$ cat config.mk
export PLATFORM = sky130hd
export DESIGN_NAME = rf_datapath
export DESIGN_NICKNAME = d
export VERILOG_FILES = /design/src/rtl/rf_datapath_pkg.sv /design/src/rtl/rf_regfile.sv /design/src/rtl/rf_alu.sv /design/src/rtl/rf_dataram.sv /design/src/rtl/rf_datapath.sv
export SDC_FILE = /design/constraint.sdc
export NUM_CORES = 2
export LEC_CHECK = 0
export BUFFER_PORTS_ARGS = -buffer_cell sky130_fd_sc_hd__clkbuf_2
export CORE_ASPECT_RATIO = 2
export CORE_UTILIZATION = 40
export DETAILED_ROUTE_END_ITERATION = 12
export GPL_TIMING_DRIVEN = 0
export PLACE_DENSITY_LB_ADDON = 0.08
export SYNTH_ARGS = -nofsm -noshare
export SYNTH_HDL_FRONTEND = slang
export SYNTH_HIERARCHICAL = 1
export SYNTH_SLANG_ARGS = --single-unit
$ cat constraint.sdc
create_clock -name clk -period 9.15 [get_ports clk]
set_clock_uncertainty 0.05 [all_clocks]
set_input_delay 0.4575 -clock clk [delete_from_list [all_inputs] [get_ports clk]]
set_output_delay 0.4575 -clock clk [all_outputs]
set_load 0.01 [all_outputs]
$ cat src/rtl/rf_datapath_pkg.sv
package rf_datapath_pkg;
    localparam int FN_W = 4;
    typedef enum logic [FN_W-1:0] {
        FN_ADD  = 4'd0,
        FN_SUB  = 4'd1,
        FN_INC  = 4'd2,
        FN_AND  = 4'd3,
        FN_OR   = 4'd4,
        FN_XOR  = 4'd5,
        FN_NOT  = 4'd6,
        FN_PASS = 4'd7
    } alu_fn_e;
endpackage

$ cat src/rtl/rf_regfile.sv
module rf_regfile #(
    parameter int DATA_W = 16,
    parameter int REG_N  = 8,
    localparam int ADDR_W = $clog2(REG_N)
) (
    input  logic              clk,
    input  logic              rst_n,
    input  logic              we,
    input  logic [ADDR_W-1:0] waddr,
    input  logic [DATA_W-1:0] wdata,
    input  logic [ADDR_W-1:0] raddr_a,
    input  logic [ADDR_W-1:0] raddr_b,
    output logic [DATA_W-1:0] rdata_a,
    output logic [DATA_W-1:0] rdata_b
);
    typedef struct packed {
        logic [REG_N-1:0][DATA_W-1:0] regs;
    } rf_state_t;

    rf_state_t st_d, st_q;

    always_comb begin
        st_d = st_q;
        if (we) st_d.regs[waddr] = wdata;
    end

    always_ff @(posedge clk or negedge rst_n) begin
        if (!rst_n) st_q <= '0;
        else        st_q <= st_d;
    end

    assign rdata_a = st_q.regs[raddr_a];
    assign rdata_b = st_q.regs[raddr_b];
endmodule

$ cat src/rtl/rf_alu.sv
module rf_alu
    import rf_datapath_pkg::*;
#(
    parameter int DATA_W = 16
) (
    input  logic [FN_W-1:0]   fn,
    input  logic [DATA_W-1:0] opa,
    input  logic [DATA_W-1:0] opb,
    output logic [DATA_W-1:0] res,
    output logic              v,
    output logic              c,
    output logic              n,
    output logic              z
);
    localparam int MSB = DATA_W - 1;
    logic [DATA_W:0] wide;

    always_comb begin
        wide = '0;
        res  = '0;
        v    = 1'b0;
        c    = 1'b0;
        case (fn)
            FN_ADD: begin
                wide = {1'b0, opa} + {1'b0, opb};
                res  = wide[MSB:0];
                c    = wide[DATA_W];
                v    = (opa[MSB] == opb[MSB]) && (res[MSB] != opa[MSB]);
            end
            FN_SUB: begin
                wide = {1'b0, opa} + {1'b0, ~opb} + {{DATA_W{1'b0}}, 1'b1};
                res  = wide[MSB:0];
                c    = wide[DATA_W];
                v    = (opa[MSB] != opb[MSB]) && (res[MSB] != opa[MSB]);
            end
            FN_INC: begin
                wide = {1'b0, opa} + {{DATA_W{1'b0}}, 1'b1};
                res  = wide[MSB:0];
                c    = wide[DATA_W];
                v    = !opa[MSB] && res[MSB];
            end
            FN_AND:  res = opa & opb;
            FN_OR:   res = opa | opb;
            FN_XOR:  res = opa ^ opb;
            FN_NOT:  res = ~opa;
            FN_PASS: res = opb;
            default: res = '0;
        endcase
        n = res[MSB];
        z = (res == '0);
    end
endmodule

$ cat src/rtl/rf_dataram.sv
module rf_dataram #(
    parameter int DATA_W = 16,
    parameter int MEM_N  = 256,
    localparam int AW = $clog2(MEM_N)
) (
    input  logic              clk,
    input  logic              we,
    input  logic [AW-1:0]     addr,
    input  logic [DATA_W-1:0] wdata,
    output logic [DATA_W-1:0] rdata
);
    typedef struct packed {
        logic [MEM_N-1:0][DATA_W-1:0] words;
    } ram_state_t;

    ram_state_t st_d, st_q;

    always_comb begin
        st_d = st_q;
        if (we) st_d.words[addr] = wdata;
    end

    always_ff @(posedge clk) begin
        st_q <= st_d;
    end

    assign rdata = st_q.words[addr];
endmodule

$ cat src/rtl/rf_datapath.sv
module rf_datapath
    import rf_datapath_pkg::*;
#(
    parameter int DATA_W = 16,
    parameter int REG_N  = 8,
    parameter int MEM_N  = 256,
    localparam int RA_W  = $clog2(REG_N),
    localparam int MA_W  = $clog2(MEM_N)
) (
    input  logic              clk,
    input  logic              rst_n,
    input  logic              rf_we,
    input  logic [RA_W-1:0]   rf_dst,
    input  logic [RA_W-1:0]   rf_src_a,
    input  logic [RA_W-1:0]   rf_src_b,
    input  logic              opb_const_sel,
    input  logic [DATA_W-1:0] const_word,
    input  logic [FN_W-1:0]   alu_fn,
    input  logic              wb_from_mem,
    input  logic              mem_we,
    output logic [DATA_W-1:0] rd_a,
    output logic [DATA_W-1:0] rd_b,
    output logic [DATA_W-1:0] alu_out,
    output logic [DATA_W-1:0] mem_out,
    output logic              flag_v,
    output logic              flag_c,
    output logic              flag_n,
    output logic              flag_z
);
    logic [DATA_W-1:0] opb_sel;
    logic [DATA_W-1:0] wb_value;

    assign opb_sel  = opb_const_sel ? const_word : rd_b;
    assign wb_value = wb_from_mem ? mem_out : alu_out;

    rf_regfile #(.DATA_W(DATA_W), .REG_N(REG_N)) i_regs (
        .clk(clk), .rst_n(rst_n), .we(rf_we), .waddr(rf_dst), .wdata(wb_value),
        .raddr_a(rf_src_a), .raddr_b(rf_src_b), .rdata_a(rd_a), .rdata_b(rd_b)
    );

    rf_alu #(.DATA_W(DATA_W)) i_alu (
        .fn(alu_fn), .opa(rd_a), .opb(opb_sel), .res(alu_out),
        .v(flag_v), .c(flag_c), .n(flag_n), .z(flag_z)
    );

    rf_dataram #(.DATA_W(DATA_W), .MEM_N(MEM_N)) i_ram (
        .clk(clk), .we(mem_we), .addr(rd_a[MA_W-1:0]), .wdata(rd_b), .rdata(mem_out)
    );
endmodule

# After elaboration in Yosys (flattened, before gate mapping)
# Cells that the tools add are included.
dict set report totals {
  elab_cells 315
  reg_bits 4224
  in_bits 35
}
dict set report classes {
  mux 17
  addsub 4
  reduce_logical 8
  bitwise 5
  n_eq_ne 11
  order_cmp 6
}
# op n
set op_table {}
lappend op_table {{bitwise mux 4096 bit} 1}
lappend op_table {{binary-select mux 16 bit (select 8 bit)} 1}
lappend op_table {{bitwise mux 128 bit} 1}
lappend op_table {{demux 16 bit (select 8 bit)} 1}
lappend op_table {{one-hot mux 16 bit (8 select lines)} 1}
lappend op_table {{2-to-1 mux 16 bit} 7}
lappend op_table {{binary-select mux 16 bit (select 3 bit)} 2}
lappend op_table {{demux 16 bit (select 3 bit)} 1}
lappend op_table {{adder 16 x 16 -> 17 bit} 2}
lappend op_table {{NOT 16 bit} 2}
lappend op_table {{adder 16 x 1 -> 17 bit (second input constant)} 1}
lappend op_table {{adder 17 x 1 -> 17 bit (second input constant)} 1}
lappend op_table {{AND 16 bit} 1}
lappend op_table {{== test 4 x 3 -> 1 bit (second input constant)} 4}
lappend op_table {{logical NOT 16 bit} 1}
lappend op_table {{OR 16 bit} 1}
lappend op_table {{XOR 16 bit} 1}
lappend op_table {{less-than comparator 3 x 4 -> 1 bit (second input constant)} 3}
lappend op_table {{less-than comparator 8 x 9 -> 1 bit (second input constant)} 1}
lappend op_table {{== test 4 x 2 -> 1 bit (second input constant)} 2}
lappend op_table {{>= comparator 8 x 1 -> 1 bit (second input constant)} 1}
lappend op_table {{one-hot mux 1 bit (3 select lines)} 2}
lappend op_table {{logical AND 1 bit} 5}
lappend op_table {{== test 4 x 1 -> 1 bit (second input constant)} 1}
lappend op_table {{other kinds (5)} 7}

# Logic depth before layout (Yosys ltp)
dict set report logic_depth {
  depth_word 9
  mapped_depth 18
}

# Hierarchy
# Netlist, hierarchy kept.
# mod seq_area_each_um2 n_inst cells_per_inst area_per_inst_um2
set by_module_without_submodules {}
lappend by_module_without_submodules {rf_dataram 122998.0 1 6698 155013.7}
lappend by_module_without_submodules {rf_regfile 3203.1 1 393 6998.0}
lappend by_module_without_submodules {rf_alu 0.0 1 482 3374.5}
lappend by_module_without_submodules {rf_datapath 0.0 1 36 498.0}

# Worst setup path after synthesis
# No wires, ideal clock.
dict set report synth_timing {
  kind {input-to-output}
  startpoint {input port rf_src_b[0]}
  endpoint {output port flag_z}
  setup_slack_ns 2.461
  required_time_ns 8.642
  cell_stages 15
  arrival_time_ns 6.181
  cell_sequence {buf_6 -> buf_6 -> mux4_1 -> mux2_2 -> mux2_2 -> inv_1 -> ha_1 -> o21ba_2 -> o21ba_2 -> a221o_1 -> a211o_1 -> or4_1 -> nor4_1 -> or4b_1 -> nor4_2}
}
dict set report synth_via {
  elab_chain_len 8
}
# element line
set synth_rtl {}
lappend synth_rtl {{start, declared} rf_datapath.sv:15} ;# input logic [RA_W-1:0] rf_src_b,
lappend synth_rtl {{binary-select mux 16 bit (select 3 bit) *} rf_regfile.sv:33} ;# assign rdata_b = st_q.regs[raddr_b];
lappend synth_rtl {{2-to-1 mux 16 bit (implied by the code) *} rf_regfile.sv:33}
lappend synth_rtl {{via rd_b[1]} rf_datapath.sv:22} ;# output logic [DATA_W-1:0] rd_b,
lappend synth_rtl {{2-to-1 mux 16 bit *} rf_datapath.sv:33} ;# assign opb_sel = opb_const_sel ? const_word : rd_b;
lappend synth_rtl {{via opb_sel[1]} rf_datapath.sv:30} ;# logic [DATA_W-1:0] opb_sel;
lappend synth_rtl {{NOT 16 bit} rf_alu.sv:31} ;# wide = {1'b0, opa} + {1'b0, ~opb} + {{DATA_W{1'b0}}, 1'b1};
lappend synth_rtl {{adder 16 x 16 -> 17 bit} rf_alu.sv:31}
lappend synth_rtl {{adder 17 x 1 -> 17 bit} rf_alu.sv:31}
lappend synth_rtl {{one-hot mux 16 bit (8 select lines) *} rf_alu.sv:23} ;# case (fn)
lappend synth_rtl {{via alu_out[3]} rf_datapath.sv:23} ;# output logic [DATA_W-1:0] alu_out,
lappend synth_rtl {{logical NOT 16 bit *} rf_alu.sv:50} ;# z = (res == '0);
lappend synth_rtl {{end, declared} rf_datapath.sv:28} ;# output logic flag_z
# The timed path passes the listed nets; every way through them passes the cells marked *. The select of a mux whose other input is x is not followed.

# Worst setup path in the final report
dict set report layout_timing {
  startpoint {input port rf_src_a[1]}
  endpoint {output port mem_out[1]}
}
dict set report layout_via {
  elab_chain_len 4
}
# element line
set layout_rtl {}
lappend layout_rtl {{start, declared} rf_datapath.sv:14} ;# input logic [RA_W-1:0] rf_src_a,
lappend layout_rtl {{binary-select mux 16 bit (select 3 bit)} rf_regfile.sv:32} ;# assign rdata_a = st_q.regs[raddr_a];
lappend layout_rtl {{2-to-1 mux 16 bit (implied by the code)} rf_regfile.sv:32}
lappend layout_rtl {{binary-select mux 16 bit (select 8 bit)} rf_dataram.sv:27} ;# assign rdata = st_q.words[addr];
lappend layout_rtl {{2-to-1 mux 16 bit (implied by the code)} rf_dataram.sv:27}
lappend layout_rtl {{end, declared} rf_datapath.sv:24} ;# output logic [DATA_W-1:0] mem_out,
# No other way between the ends. The select of a mux whose other input is x is not followed.

==> summary.md <==
| Metric | Value |
|---|---|
| Status | `complete, but fails checks` |
| Violated checks | `capacitance limit, slew limit` |
| Gr ovfl total | `0` |
| Crit path max-delay family | `buffers and inverters` |
| H-tree levels | `5` |
| DR vias | `84.6k` |
| Largest cells by area after synthesis | `edfxtp_1, mux4_2, a22oi_1` |
| Initial antenna violation count | `45` |
| TritonCTS clock tree | `yes` |
| Slew Limit Fails | `41` |
| Fin crit share | `0.927` |
| Post-CTS Setup Bufs | `0` |
| Slowest stage delay, CP | `950 ps` |
| # IOs | `103` |
| Routed wire length | `576 mm` |
| Crit start category | `input pin` |
| Seq/Total Area, Yosys | `0.761` |
| Final non-filler cell total | `14.1k` |
| Synthesized Nets | `7697` |
| DP HPWL | `412 mm` |
| Final layout net count | `8523` |
| Placed instance area | `180000 µm²` |
| Syn Area/Cell | `21.8 µm²` |
| Worst hold path type | `in2async` |
| Initial Util | `0.401` |
| CP bufs+invs | `8` |
| Final Hold Slack | `74.5 ps` |
| Synth Flop Type | `edfxtp_1` |
| Synth top area share | `0.741` |
| # placed instances | `13.4k` |
| Ys async rst share | `0.0303` |
| Synth Register Bits | `4224` |
| Slowest CP cell | `o41ai_2` |
| Fin. Hold Viols | `0` |
| Crit path required time | `8640 ps` |
| Reg clk slew, reported paths | `70 ps` |
| Layout cells sized above 1 | `0.311` |
| Worst-Skew Late Latency | `990 ps` |
| Finished Core Util | `0.465` |
| Fin Setup TNS | `0 ps` |
| Largest net degree at the start of global routing | `122` |
| 1st-pass router iterations | `8` |
| Num CTS Buffers | `381` |
| Vias per cell | `5.99` |
| RSZ-0062 raised after global routing | `no` |
| VDD IR-drop max | `0.291 mV` |
| Achievable Freq | `0.118 GHz` |
| Setup crit end kind | `primary output` |
| Finish-stage setup viols | `0` |
| Cell breakdown of the critical path | `clkbuf_2, buf_1, mux2_2, buf_2, buf_2, clkbuf_2, buf_12, buf_1, mux4_2, a22oi_1, a21oi_1, o41ai_2, nand4_1, clkbuf_2` |
| Post-layout instance area | `192000 µm²` |
| Die area | `417000 µm²` |
| Crit-path max FO | `10` |
| Transition time of the tightest slew-check pin | `1720 ps` |
| Synth cell count leaders | `edfxtp_1, mux4_2, a22oi_1, nor2_1, a21oi_1` |
| Post-synth EDFFs | `4096` |
| Total GRT Usage | `0.275` |
| DR WL/cell | `40.8 µm` |
| Leakage | `60.0 nW` |
| Post-synthesis cell area | `166000 µm²` |
| Largest area contributor in the synthesized netlist | `edfxtp_1` |
| CTS Root Cell | `clkbuf_16` |
| Final GP Congestion | `0.944` |
| Synth warn | `6` |
| Die span in y | `913 µm` |
| Mapped Cells | `7609` |
| DRT antenna net count | `0` |
| Most used cell, CP | `clkbuf_2` |
| CTS max path bufs | `4` |
| PwrDens | `339 nW/µm²` |
| Clock Sinks | `4224` |
| Count leader, synth | `edfxtp_1` |
| DIE WIDTH | `457 µm` |
| Row count | `334` |
| IO buf count | `90` |
| Crit path DAT | `7970 ps` |
| 1st-iter DRT viols | `8639` |
| Vias in the first global route | `88.9k` |
| Max-cap viol count | `11` |
| Final min period | `8480 ps` |
| Worst slew margin | `-0.145` |
| Core ar. | `413000 µm²` |
| Crit Path Class | `in2out` |
| Drc violations | `0` |
| Post-synthesis cell type count | `92` |
| Area grow syn2layout | `16.0%` |
| First-pass GRT wire length | `773 mm` |
metal layers:
layer / track usage / wire length (µm) / vias to the layer above
li1: - / - / 34100
met1: 0.276 / 183000 / 46100
met2: 0.504 / 311000 / 3195
met3: 0.0438 / 31100 / 1144
met4: 0.208 / 51000 / 16
met5: 0 / 115 / -
worst reg2reg max path, cell delays in order, from the launching register on:
cell and delay [ps]:
dfrtp_1 360, mux4_1 280, mux2_2 500, buf_2 410, buf_2 630, clkbuf_2 480, buf_12 230, buf_1 930
mux4_2 420, a22oi_1 390, a21oi_1 190, o41ai_2 950, nand4_1 720, mux2_2 700, mux2_2 330
logic make-up after synthesis:
family | synth area share
adders and majority gates | 0.00409
DFF | 0.761
muxes | 0.163
and+or+nand+nor | 0.0143
buffers and inverters | 0.0155
xor gates and xnor gates | 0.000792
AOI/OAI and AO/OA | 0.0415
placed cells by master (no fill, tap or decap), drive strengths merged, types with 15 or more instances in the layout:
| master | netlist | layout |
|---|---|---|
| nand4 | 29 | 29 |
| a22oi | 516 | 516 |
| diode | 0 | 17 |
| buf | 215 | 561 |
| o21ai | 31 | 31 |
| nor2 | 300 | 300 |
| nor2b | 18 | 18 |
| mux4 | 1091 | 1091 |
| clkinv | 0 | 159 |
| edfxtp | 4096 | 4096 |
| a21oi | 286 | 286 |
| ha | 51 | 51 |
| bufinv | 0 | 31 |
| nand3 | 21 | 21 |
| nor3 | 15 | 15 |
| dfrtp | 128 | 128 |
| mux2 | 192 | 192 |
| o41ai | 66 | 66 |
| clkbuf | 270 | 825 |
| nand2 | 47 | 47 |
| inv | 46 | 56 |
worst paths after layout:
kind,from,end,slack [ps],cells after the start
worst max-delay path,rf_src_a[1],mem_out[1],670,14
worst min-delay path,rst_n,i_regs/st_q[75],70,3
worst max register to register,i_regs/st_q[97],i_regs/st_q[49],1470,14
worst min register to register,i_regs/st_q[17],i_regs/st_q[17],470,1
max in group asynchronous,rst_n,i_regs/st_q[106],7750,3
min in group clk,rf_dst[1],i_regs/st_q[111],120,3
final cells by class:
class | count | area [µm²]
diodes | 17 | 42.5
plain buffers | 485 | 2460
clock buffers | 464 | 9960
clock inverters | 212 | 1970
fillers | 34300 | 221000
inverters | 46 | 173
multi-input cells | 2854 | 38200
flip-flops and latches | 4224 | 126000
well taps | 5376 | 6730
repair buffers | 443 | 6580
through the flow:
stage	power (mW)	worst slack (ps)
6_report	65.2	672
5_1_grt	66.7	865
4_1_cts	65.7	398
3_5_place_dp	49.8	393
3_3_place_gp	49.2	-2570
2_1_floorplan	37.5	2460
power by group:
group | leakage, nW | internal, mW | total [mW] | switching, mW
Sequential | 38.9 | 24.6 | 24.8 | 0.215
Clock | 5.83 | 8.64 | 15.9 | 7.26
Combinational | 15.3 | 7.48 | 24.5 | 17.0
Total | 60.0 | 40.7 | 65.2 | 24.5
state kept, by name, indices dropped and copies added (netlist names):
| name | flops |
|---|---|
| i_regs/st_q | 128 |
| i_ram/st_q | 4096 |
repair_timing:
item                                    4_1_cts  5_1_grt
endpoints found under the hold margin       151        0
resized for setup                             0        0
endpoints found under the setup margin        0        0
hold buffers                                  6        0
Note: power is estimated with default switching activity, not from simulation.
